### src/rtl/logger_pkg.sv
package logger_pkg;
  localparam int KIND_W = 2;
  localparam int TS_W   = 30;
  localparam int PAY_W  = 32;
  localparam int REC_W  = KIND_W + TS_W + PAY_W;

  typedef enum logic [KIND_W-1:0] {
    REC_NONE     = 2'b00,
    REC_BITERR   = 2'b01,
    REC_LINKLOST = 2'b10
  } rec_kind_e;

  function automatic logic [REC_W-1:0] pack_record(rec_kind_e k,
                                                   logic [TS_W-1:0] ts,
                                                   logic [PAY_W-1:0] pay);
    return {k, ts, pay};
  endfunction
endpackage

### src/rtl/outage_tracker.sv
module outage_tracker
  import logger_pkg::*;
#(
  parameter int DUR_W = 32
) (
  input  logic             clk,
  input  logic             rst_n,
  input  logic             link_up_i,
  input  logic [TS_W-1:0]  ts_i,
  output logic             guard_ok_o,
  output logic             lost_vld_o,
  output logic [TS_W-1:0]  lost_ts_o,
  output logic [DUR_W-1:0] lost_dur_o
);
  localparam logic [DUR_W-1:0] DUR_ONE = DUR_W'(1);

  function automatic logic [DUR_W-1:0] sat_inc(logic [DUR_W-1:0] v);
    return (&v) ? v : v + DUR_ONE;
  endfunction

  logic             prev_up_q;
  logic [DUR_W-1:0] dur_q;
  logic [TS_W-1:0]  loss_ts_q;

  // named link events
  logic link_fall, link_stay_down, link_rise;
  assign link_fall      =  prev_up_q & ~link_up_i;
  assign link_stay_down = ~prev_up_q & ~link_up_i;
  assign link_rise      = ~prev_up_q &  link_up_i;

  always_ff @(posedge clk) begin
    if (!rst_n) begin
      prev_up_q <= 1'b1;
      dur_q     <= '0;
      loss_ts_q <= '0;
    end else begin
      prev_up_q <= link_up_i;
      if (link_fall) begin
        loss_ts_q <= ts_i;
        dur_q     <= DUR_ONE;
      end else if (link_stay_down) begin
        dur_q     <= sat_inc(dur_q);
      end
    end
  end

  assign guard_ok_o = prev_up_q & link_up_i;
  assign lost_vld_o = link_rise;
  assign lost_ts_o  = loss_ts_q;
  assign lost_dur_o = dur_q;

  // a loss record only appears with the link up again
  a_r6_rec_needs_up: assert property (@(posedge clk) disable iff (!rst_n)
    lost_vld_o |-> link_up_i);
  // the counter never wraps back to zero during an outage
  a_r7_dur_no_wrap: assert property (@(posedge clk) disable iff (!rst_n)
    link_stay_down |=> (dur_q != '0));
  // the loss timestamp holds while the link stays down
  a_r5_ts_hold: assert property (@(posedge clk) disable iff (!rst_n)
    link_stay_down |=> $stable(loss_ts_q));
endmodule

### src/rtl/record_builder.sv
module record_builder
  import logger_pkg::*;
#(
  parameter int DUR_W = 32
) (
  input  logic             clk,
  input  logic             rst_n,
  input  logic             guard_ok_i,
  input  logic             err_vld_i,
  input  logic [PAY_W-1:0] err_xor_i,
  input  logic [TS_W-1:0]  ts_i,
  input  logic             lost_vld_i,
  input  logic [TS_W-1:0]  lost_ts_i,
  input  logic [DUR_W-1:0] lost_dur_i,
  output logic             rec_vld_o,
  output logic [REC_W-1:0] rec_o
);
  logic err_hit;
  assign err_hit = guard_ok_i & err_vld_i & (|err_xor_i);

  always_comb begin
    rec_vld_o = err_hit | lost_vld_i;
    if (lost_vld_i) rec_o = pack_record(REC_LINKLOST, lost_ts_i, PAY_W'(lost_dur_i));
    else            rec_o = pack_record(REC_BITERR, ts_i, err_xor_i);
  end

  // the recovery cycle never carries both kinds of event
  a_r4_one_source: assert property (@(posedge clk) disable iff (!rst_n)
    $onehot0({err_hit, lost_vld_i}));
  // an all-zero pattern never produces a record on its own
  a_r3_zero_quiet: assert property (@(posedge clk) disable iff (!rst_n)
    (err_xor_i == '0 && !lost_vld_i) |-> !rec_vld_o);
endmodule

### src/rtl/log_fifo.sv
module log_fifo #(
  parameter int DEPTH = 16,
  parameter int W     = 64
) (
  input  logic                     clk,
  input  logic                     rst_n,
  input  logic                     wr_vld_i,
  input  logic [W-1:0]             wr_data_i,
  input  logic                     rd_en_i,
  input  logic                     ovf_clr_i,
  output logic [W-1:0]             rd_data_o,
  output logic                     empty_o,
  output logic                     full_o,
  output logic [$clog2(DEPTH):0]   level_o,
  output logic                     ovf_o
);
  localparam int AW = (DEPTH > 1) ? $clog2(DEPTH) : 1;
  localparam int CW = $clog2(DEPTH) + 1;
  localparam logic [AW-1:0] LAST = AW'(DEPTH - 1);
  localparam logic [CW-1:0] FULL_CNT = CW'(DEPTH);

  function automatic logic [AW-1:0] next_ptr(logic [AW-1:0] p);
    return (p == LAST) ? '0 : p + AW'(1);
  endfunction

  logic [W-1:0]  mem [DEPTH];
  logic [AW-1:0] wr_ptr_q, rd_ptr_q;
  logic [CW-1:0] cnt_q;
  logic          ovf_q;

  logic push, drop, pop;
  assign full_o  = (cnt_q == FULL_CNT);
  assign empty_o = (cnt_q == '0);
  assign push    = wr_vld_i & ~full_o;
  assign drop    = wr_vld_i &  full_o;
  assign pop     = rd_en_i  & ~empty_o;

  for (genvar g = 0; g < DEPTH; g++) begin : g_slot
    always_ff @(posedge clk) begin
      if (push && wr_ptr_q == AW'(g)) mem[g] <= wr_data_i;
    end
  end

  always_ff @(posedge clk) begin
    if (!rst_n) begin
      wr_ptr_q <= '0;
      rd_ptr_q <= '0;
      cnt_q    <= '0;
      ovf_q    <= 1'b0;
    end else begin
      if (push) wr_ptr_q <= next_ptr(wr_ptr_q);
      if (pop)  rd_ptr_q <= next_ptr(rd_ptr_q);
      cnt_q <= cnt_q + CW'(push) - CW'(pop);
      ovf_q <= drop | (ovf_q & ~ovf_clr_i);
    end
  end

  assign rd_data_o = mem[rd_ptr_q];
  assign level_o   = cnt_q;
  assign ovf_o     = ovf_q;

  // a drop always leaves the flag set
  a_r9_drop_sets_ovf: assert property (@(posedge clk) disable iff (!rst_n)
    drop |=> ovf_o);
  // occupancy stays within the storage
  a_r9_level_bound: assert property (@(posedge clk) disable iff (!rst_n)
    cnt_q <= FULL_CNT);
  // reading an empty FIFO leaves it empty
  a_r8_pop_empty: assert property (@(posedge clk) disable iff (!rst_n)
    (empty_o && !wr_vld_i) |=> empty_o);
  // a clear without a drop lowers the flag
  a_r10_clear: assert property (@(posedge clk) disable iff (!rst_n)
    (ovf_clr_i && !drop) |=> !ovf_o);
endmodule

### src/rtl/link_event_logger.sv
module link_event_logger
  import logger_pkg::*;
#(
  parameter int FIFO_DEPTH = 16,
  parameter int DUR_W      = 32
) (
  input  logic                         clk,
  input  logic                         rst_n,
  input  logic [TS_W-1:0]              ts_i,
  input  logic                         err_vld_i,
  input  logic [PAY_W-1:0]             err_xor_i,
  input  logic                         link_up_i,
  input  logic                         rd_en_i,
  input  logic                         ovf_clr_i,
  output logic [REC_W-1:0]             rd_data_o,
  output logic                         empty_o,
  output logic                         full_o,
  output logic [$clog2(FIFO_DEPTH):0]  level_o,
  output logic                         ovf_o
);
  logic             guard_ok, lost_vld, rec_vld;
  logic [TS_W-1:0]  lost_ts;
  logic [DUR_W-1:0] lost_dur;
  logic [REC_W-1:0] rec;

  outage_tracker #(.DUR_W(DUR_W)) i_track (
    .clk(clk), .rst_n(rst_n), .link_up_i(link_up_i), .ts_i(ts_i),
    .guard_ok_o(guard_ok), .lost_vld_o(lost_vld),
    .lost_ts_o(lost_ts), .lost_dur_o(lost_dur)
  );

  record_builder #(.DUR_W(DUR_W)) i_build (
    .clk(clk), .rst_n(rst_n), .guard_ok_i(guard_ok), .err_vld_i(err_vld_i),
    .err_xor_i(err_xor_i), .ts_i(ts_i), .lost_vld_i(lost_vld),
    .lost_ts_i(lost_ts), .lost_dur_i(lost_dur),
    .rec_vld_o(rec_vld), .rec_o(rec)
  );

  log_fifo #(.DEPTH(FIFO_DEPTH), .W(REC_W)) i_fifo (
    .clk(clk), .rst_n(rst_n), .wr_vld_i(rec_vld), .wr_data_i(rec),
    .rd_en_i(rd_en_i), .ovf_clr_i(ovf_clr_i), .rd_data_o(rd_data_o),
    .empty_o(empty_o), .full_o(full_o), .level_o(level_o), .ovf_o(ovf_o)
  );

  // no bit-error record while the link is down
  a_r4_no_err_down: assert property (@(posedge clk) disable iff (!rst_n)
    (!link_up_i && rec_vld) |-> 1'b0);
endmodule

### config.mk
export PLATFORM = sky130hd
export DESIGN_NAME = link_event_logger
export DESIGN_NICKNAME = d
export VERILOG_FILES = /design/src/rtl/logger_pkg.sv /design/src/rtl/outage_tracker.sv /design/src/rtl/record_builder.sv /design/src/rtl/log_fifo.sv /design/src/rtl/link_event_logger.sv
export SDC_FILE = /design/constraint.sdc
export NUM_CORES = 1
export LEC_CHECK = 0
export BUFFER_PORTS_ARGS = -buffer_cell sky130_fd_sc_hd__buf_2
export CAP_MARGIN = 10
export CORE_MARGIN = 2
export CORE_UTILIZATION = 40
export DETAILED_ROUTE_END_ITERATION = 6
export GPL_ROUTABILITY_DRIVEN = 0
export PLACE_DENSITY_LB_ADDON = 0.1
export SLEW_MARGIN = 0
export SYNTH_ARGS = -nofsm -noshare
export SYNTH_HDL_FRONTEND = slang
export SYNTH_HIERARCHICAL = 1
export SYNTH_SLANG_ARGS = --single-unit
### constraint.sdc
create_clock -name clk -period 17.8 [get_ports clk]
set_input_delay 1.78 -clock clk [delete_from_list [all_inputs] [get_ports clk]]
set_output_delay 1.78 -clock clk [all_outputs]
set_load 0.02 [all_outputs]
# After elaboration in Yosys (flattened, before gate mapping)
# Memory sizes are Yosys's and may differ from the RTL's. A register that Yosys moved wholly into a read port is not among the register bits.
# Cells that the tools add are included.
dict set report totals {
  ff_bits 77
  ram_bits 1024
  in_bits 68
  elab_cells 175
  memories 1
}
dict set report op_classes {
  addsub 5
  n_eq_ne 18
  muxes 85
  n_bitwise 19
  reduce_logical 39
}
# memory words width rd rd_ports_with_merged_regs write_ports line_no
set memory_table {}
lappend memory_table {i_fifo.mem 16 64 1 1 1 log_fifo.sv:26} ;# logic [W-1:0] mem [DEPTH];
# op n
set op_table {}
lappend op_table {{64-bit two-way mux} 16}
lappend op_table {{64-bit OR reduction} 15}
lappend op_table {{4-bit two-way mux} 19}
lappend op_table {{1-bit two-way mux} 50}
lappend op_table {{4-bit equality test, second input constant} 9}
lappend op_table {{32-bit by 1-bit adder with 32-bit output, second input constant} 1}
lappend op_table {{32-bit AND reduction} 1}
lappend op_table {{32-bit OR reduction} 1}
lappend op_table {{4-bit by 3-bit equality test with 1-bit output, second input constant} 4}
lappend op_table {{1-bit logical AND} 16}
lappend op_table {{1-bit bitwise AND} 10}
lappend op_table {{4-bit by 1-bit adder with 4-bit output, second input constant} 2}
lappend op_table {{4-bit by 2-bit equality test with 1-bit output, second input constant} 2}
lappend op_table {{1-bit inverter} 7}
lappend op_table {{5-bit by 1-bit adder with 5-bit output} 1}
lappend op_table {{5-bit equality test, second input constant} 1}
lappend op_table {{5-bit logical NOT} 1}
lappend op_table {{5-bit by 1-bit subtractor with 5-bit output} 1}
lappend op_table {{4-bit by 1-bit equality test with 1-bit output, second input constant} 1}
lappend op_table {{4-bit logical NOT} 1}
lappend op_table {{2-bit AND reduction} 2}
lappend op_table {{2-bit by 1-bit inequality test with 1-bit output, second input constant} 1}
lappend op_table {{1-bit OR} 2}
lappend op_table {{2-bit nonzero test} 1}
lappend op_table {{2-bit OR reduction} 1}

# Longest topological paths before layout
dict set report logic_depth {
  word_depth 24
  depth_mapped 15
}

# Hierarchy
# The synthesis kept the hierarchy.
# module n_inst cells_per_inst area_each_um2 seq_area_each_um2
set by_module_without_submodules {}
lappend by_module_without_submodules {log_fifo 1 1675 39163.8 31109.8}
lappend by_module_without_submodules {outage_tracker 1 346 2910.3 1261.2}
lappend by_module_without_submodules {record_builder 1 83 907.1 0.0}

# Least setup slack after synthesis
# No wires, ideal clock.
dict set report synth_timing {
  kind {input port to flip-flop}
  start {input port link_up_i}
  end {memory i_fifo.mem[15][0], enable pin}
  arrival_ns 7.300
  setup_slack_ns 9.935
  stages 8
  cell_sequence {nor2b_1 -> buf_6 -> buf_6 -> inv_1 -> nand2_1 -> nand2_1 -> clkbuf_1 -> nor3_1}
}
dict set report synth_via {
  elab_chain_cells 24
}
# element line_no
set synth_rtl {}
lappend synth_rtl {{start, declared} link_event_logger.sv:12} ;# input logic link_up_i,
lappend synth_rtl {{1-bit bitwise AND} outage_tracker.sv:47} ;# assign guard_ok_o = prev_up_q & link_up_i;
lappend synth_rtl {{1-bit bitwise AND (2 in a row)} record_builder.sv:19} ;# assign err_hit = guard_ok_i & err_vld_i & (|err_xor_i);
lappend synth_rtl {{1-bit OR *} record_builder.sv:22} ;# rec_vld_o = err_hit | lost_vld_i;
lappend synth_rtl {{net rec_vld} link_event_logger.sv:21} ;# logic guard_ok, lost_vld, rec_vld;
lappend synth_rtl {{1-bit bitwise AND *} log_fifo.sv:34} ;# assign push = wr_vld_i & ~full_o;
lappend synth_rtl {{1-bit logical AND} log_fifo.sv:40} ;# if (push && wr_ptr_q == AW'(g)) mem[g] <= wr_data_i;
lappend synth_rtl {{1-bit two-way mux} log_fifo.sv:40}
lappend synth_rtl {{1-bit two-way mux (not written as such)} log_fifo.sv:40}
lappend synth_rtl {{64-bit OR reduction (no line)} n/a}
lappend synth_rtl {{4-bit two-way mux (no line) or 1-bit two-way mux (tied branches) (15 in a row)} n/a}
lappend synth_rtl {{end, declared} log_fifo.sv:26}
# The timed path passes the listed nets; every way through them passes the cells marked *.

==> flow_summary.ini <==
[route]
vias_per_cell = 5.699
wirelength_um = 109800
drc_errors = 0
drtIter0Drc = 2060
num_vias = 21580
antenna_left = 0
wl_per_cell_um = 29.00
drt_pass1_iterations = 5

[logic_synthesis]
yosysSeqAreaShare_pct = 75.31
yosysWarningCount = 6
synthFlopType = edfxtp_1
synthesis.nets = 2185
avgSynthCellArea_um2 = 20.43
synthTopCellsByCount = edfxtp_1 (1024), mux4_2 (256), nand2_1 (155), a22oi_1 (128), dfxtp_1 (81)
ys_types = 60
async_reset_ff_share_pct = 0
syn_area_um2 = 42980
yosysTopAreaCell = edfxtp_1
syn_inst = 2104
synthMostInstantiatedCell = edfxtp_1
synth-edff-count = 1024
synth_area_leaders = edfxtp_1 (72%), mux4_2 (13%), dfxtp_1 (3.8%)
synth_top_area_share_pct = 71.54
ys_seq_elements = 1105

[sta]
fin_skew_ns = 0.02637
relSlewSlack_pct = 22.27
hold_ws_ns = 0.4608
hold_viol = 0
setup_tns_ns = 0
tightest_slew_ns = 1.166
drv_slew = 0
final.min_clock_period_ns = 6.315
rsz0062_at_grt = false
report.final.setup_viol = 0
fmax_mhz = 158.3
fin_crit_sh_pct = 35.48

[grt]
antenna_found_initial = 1
grt_pass1_vias = 23020
grt.total_usage_pct = 19.98
gr-total-overflow = 0
grt_pass1_wl_um = 159000
grt_start_max_net_pins = 152

[finish]
final_cell_area_um2 = 48930
num-fill-cells = 8943
drive_gt1_share_pct = 28.66
utilization_pct = 45.83
layout.cells.non_filler = 3786
num_antenna_cells = 0
syn2layout_area_growth_pct = 13.83
final_nets = 2366

[cts]
cts_setup_buffers = 0
cts_root_buf = clkbuf_16
numCtsBuffers = 116
htree_levels = 3
ctsHoldBuffers = 0
clk-insertion-delay-late_ns = 0.70
cts-resized-gates = 0
cts_tree = done
clkTransAtPathRegs_ns = 0.06
cts.sinks = 1105
cts_max_path_buffers = 3

[critical_path]
worstPathArrival_ns = 4.54
slowest_delay_ns = 0.97
worstPathCellList = buf_12 > buf_4 > mux4_2 > a22oi_1 > nand2_1 > buf_2
cp-end-kind = output port
worst_ep_required_time_ns = 16.02
path_class = reg -> out
critPathLaunchType = flip-flop
crit_fanout = 151
critPathBufInv = 3
cpMaxStageDelayCell = dfxtp_4
path_delay_family = buffers and inverters

[floorplan]
die_y_um = 331.8
rows = 120
fp.coreArea_um2 = 106800
dieArea_um2 = 110100
io_pins = 140
start_util_pct = 40.26
die_x_um = 331.8

[pwr]
vdd_drop_max_mv = 0.07863
power_density_nw_per_um2 = 126.0
p_leak_nw = 15.31

[placement]
placed_cell_area_um2 = 45240
port_buffers = 139
place_inst = 3570
dp_hpwl_um = 57720

[hold_path]
hp-class = reg -> reg

[outcome]
status = finished, final reports clean

[job]
max-cap-violations = 0
[routing by layer]
metal | global-route usage [%] | share of wire, % | vias to the layer above
met5 | 0 | 0 | -
met4 | 5.207 | 1.8 | 0
met3 | 3.328 | 5.4 | 127
met2 | 33.48 | 50 | 642
met1 | 27.19 | 43 | 11670
li1 | - | - | 9139
[placed cells by master (no fill, tap or decap), types with 12 or more instances in the layout]
cell / n
buf_4: 35
nand4_1: 13
clkbuf_1: 36
a21oi_1: 20
a21boi_0: 34
clkinv_2: 14
nand2_1: 155
nand3_1: 18
edfxtp_1: 1024
mux4_2: 256
a22oi_1: 128
nor2_1: 23
buf_2: 139
clkinv_1: 29
mux2_2: 53
clkbuf_16: 116
ha_1: 12
dfxtp_1: 79
inv_1: 14
[tightest hold or removal path: stages, from the launching register on]
cell	delay (ns)
dfxtp_1	0.30
nand2_1	0.04
a21boi_0	0.06
[layout make-up]
class	instances	area, um2	area share (%)
repair buffers	176	998.5	2.041
well taps	1403	1755	3.588
flip-flops and latches	1105	32380	66.18
multi-input cells	872	10050	20.55
inverters	14	52.55	0.1074
clock inverters	63	638.1	1.304
clock buffers	153	3052	6.237
[cell families after synthesis]
logic type	count (synthesis)	share of synthesized area, %
flops	1105	75.31
mux	320	15.16
fa+ha+maj	13	0.3959
compound gates	224	3.880
simple gates	302	3.444
buf+inv	127	1.537
xor+xnor	13	0.2649
[power breakdown]
part | total [mW] | internal [mW] | switching [mW]
Combinational | 0.878 | 0.390 | 0.488
Sequential | 2.94 | 2.89 | 0.0420
Clock | 2.35 | 1.36 | 0.988
Total | 6.16 | 4.65 | 1.52
[metrics by stage]
stage	power, mW	worst slack [ns]
floorplan	3.624	9.935
global placement	3.879	11.97
detailed placement	3.890	11.78
finish	6.165	11.48
global route	6.398	11.05
CTS	6.245	11.23
[state kept, by name, indices dropped and copies added, names as in the netlist, named ones only]
| signal | flops |
|---|---|
| i_track/lost_ts_o | 30 |
| i_track/prev_up_q | 1 |
| i_fifo/wr_ptr_q | 4 |
| i_fifo/level_o | 5 |
| i_fifo/rd_ptr_q | 4 |
| i_track/lost_dur_o | 32 |
| i_fifo/mem | 1024 |
| i_fifo/ovf_o | 1 |
[worst paths after layout]
kind                                              to  slack [ns]                  from  cells past startpoint
worst max-delay path                   rd_data_o[21]       11.48             flip-flop                      6
worst min-delay path            i_track/lost_ts_o[1]        0.46  i_track/lost_ts_o[1]                      2
worst max register to register    i_fifo/mem[15][34]       13.40     i_track/prev_up_q                      8
worst min register to register  i_track/lost_ts_o[1]        0.46  i_track/lost_ts_o[1]                      2
Note: power is estimated with default switching activity, not from simulation.
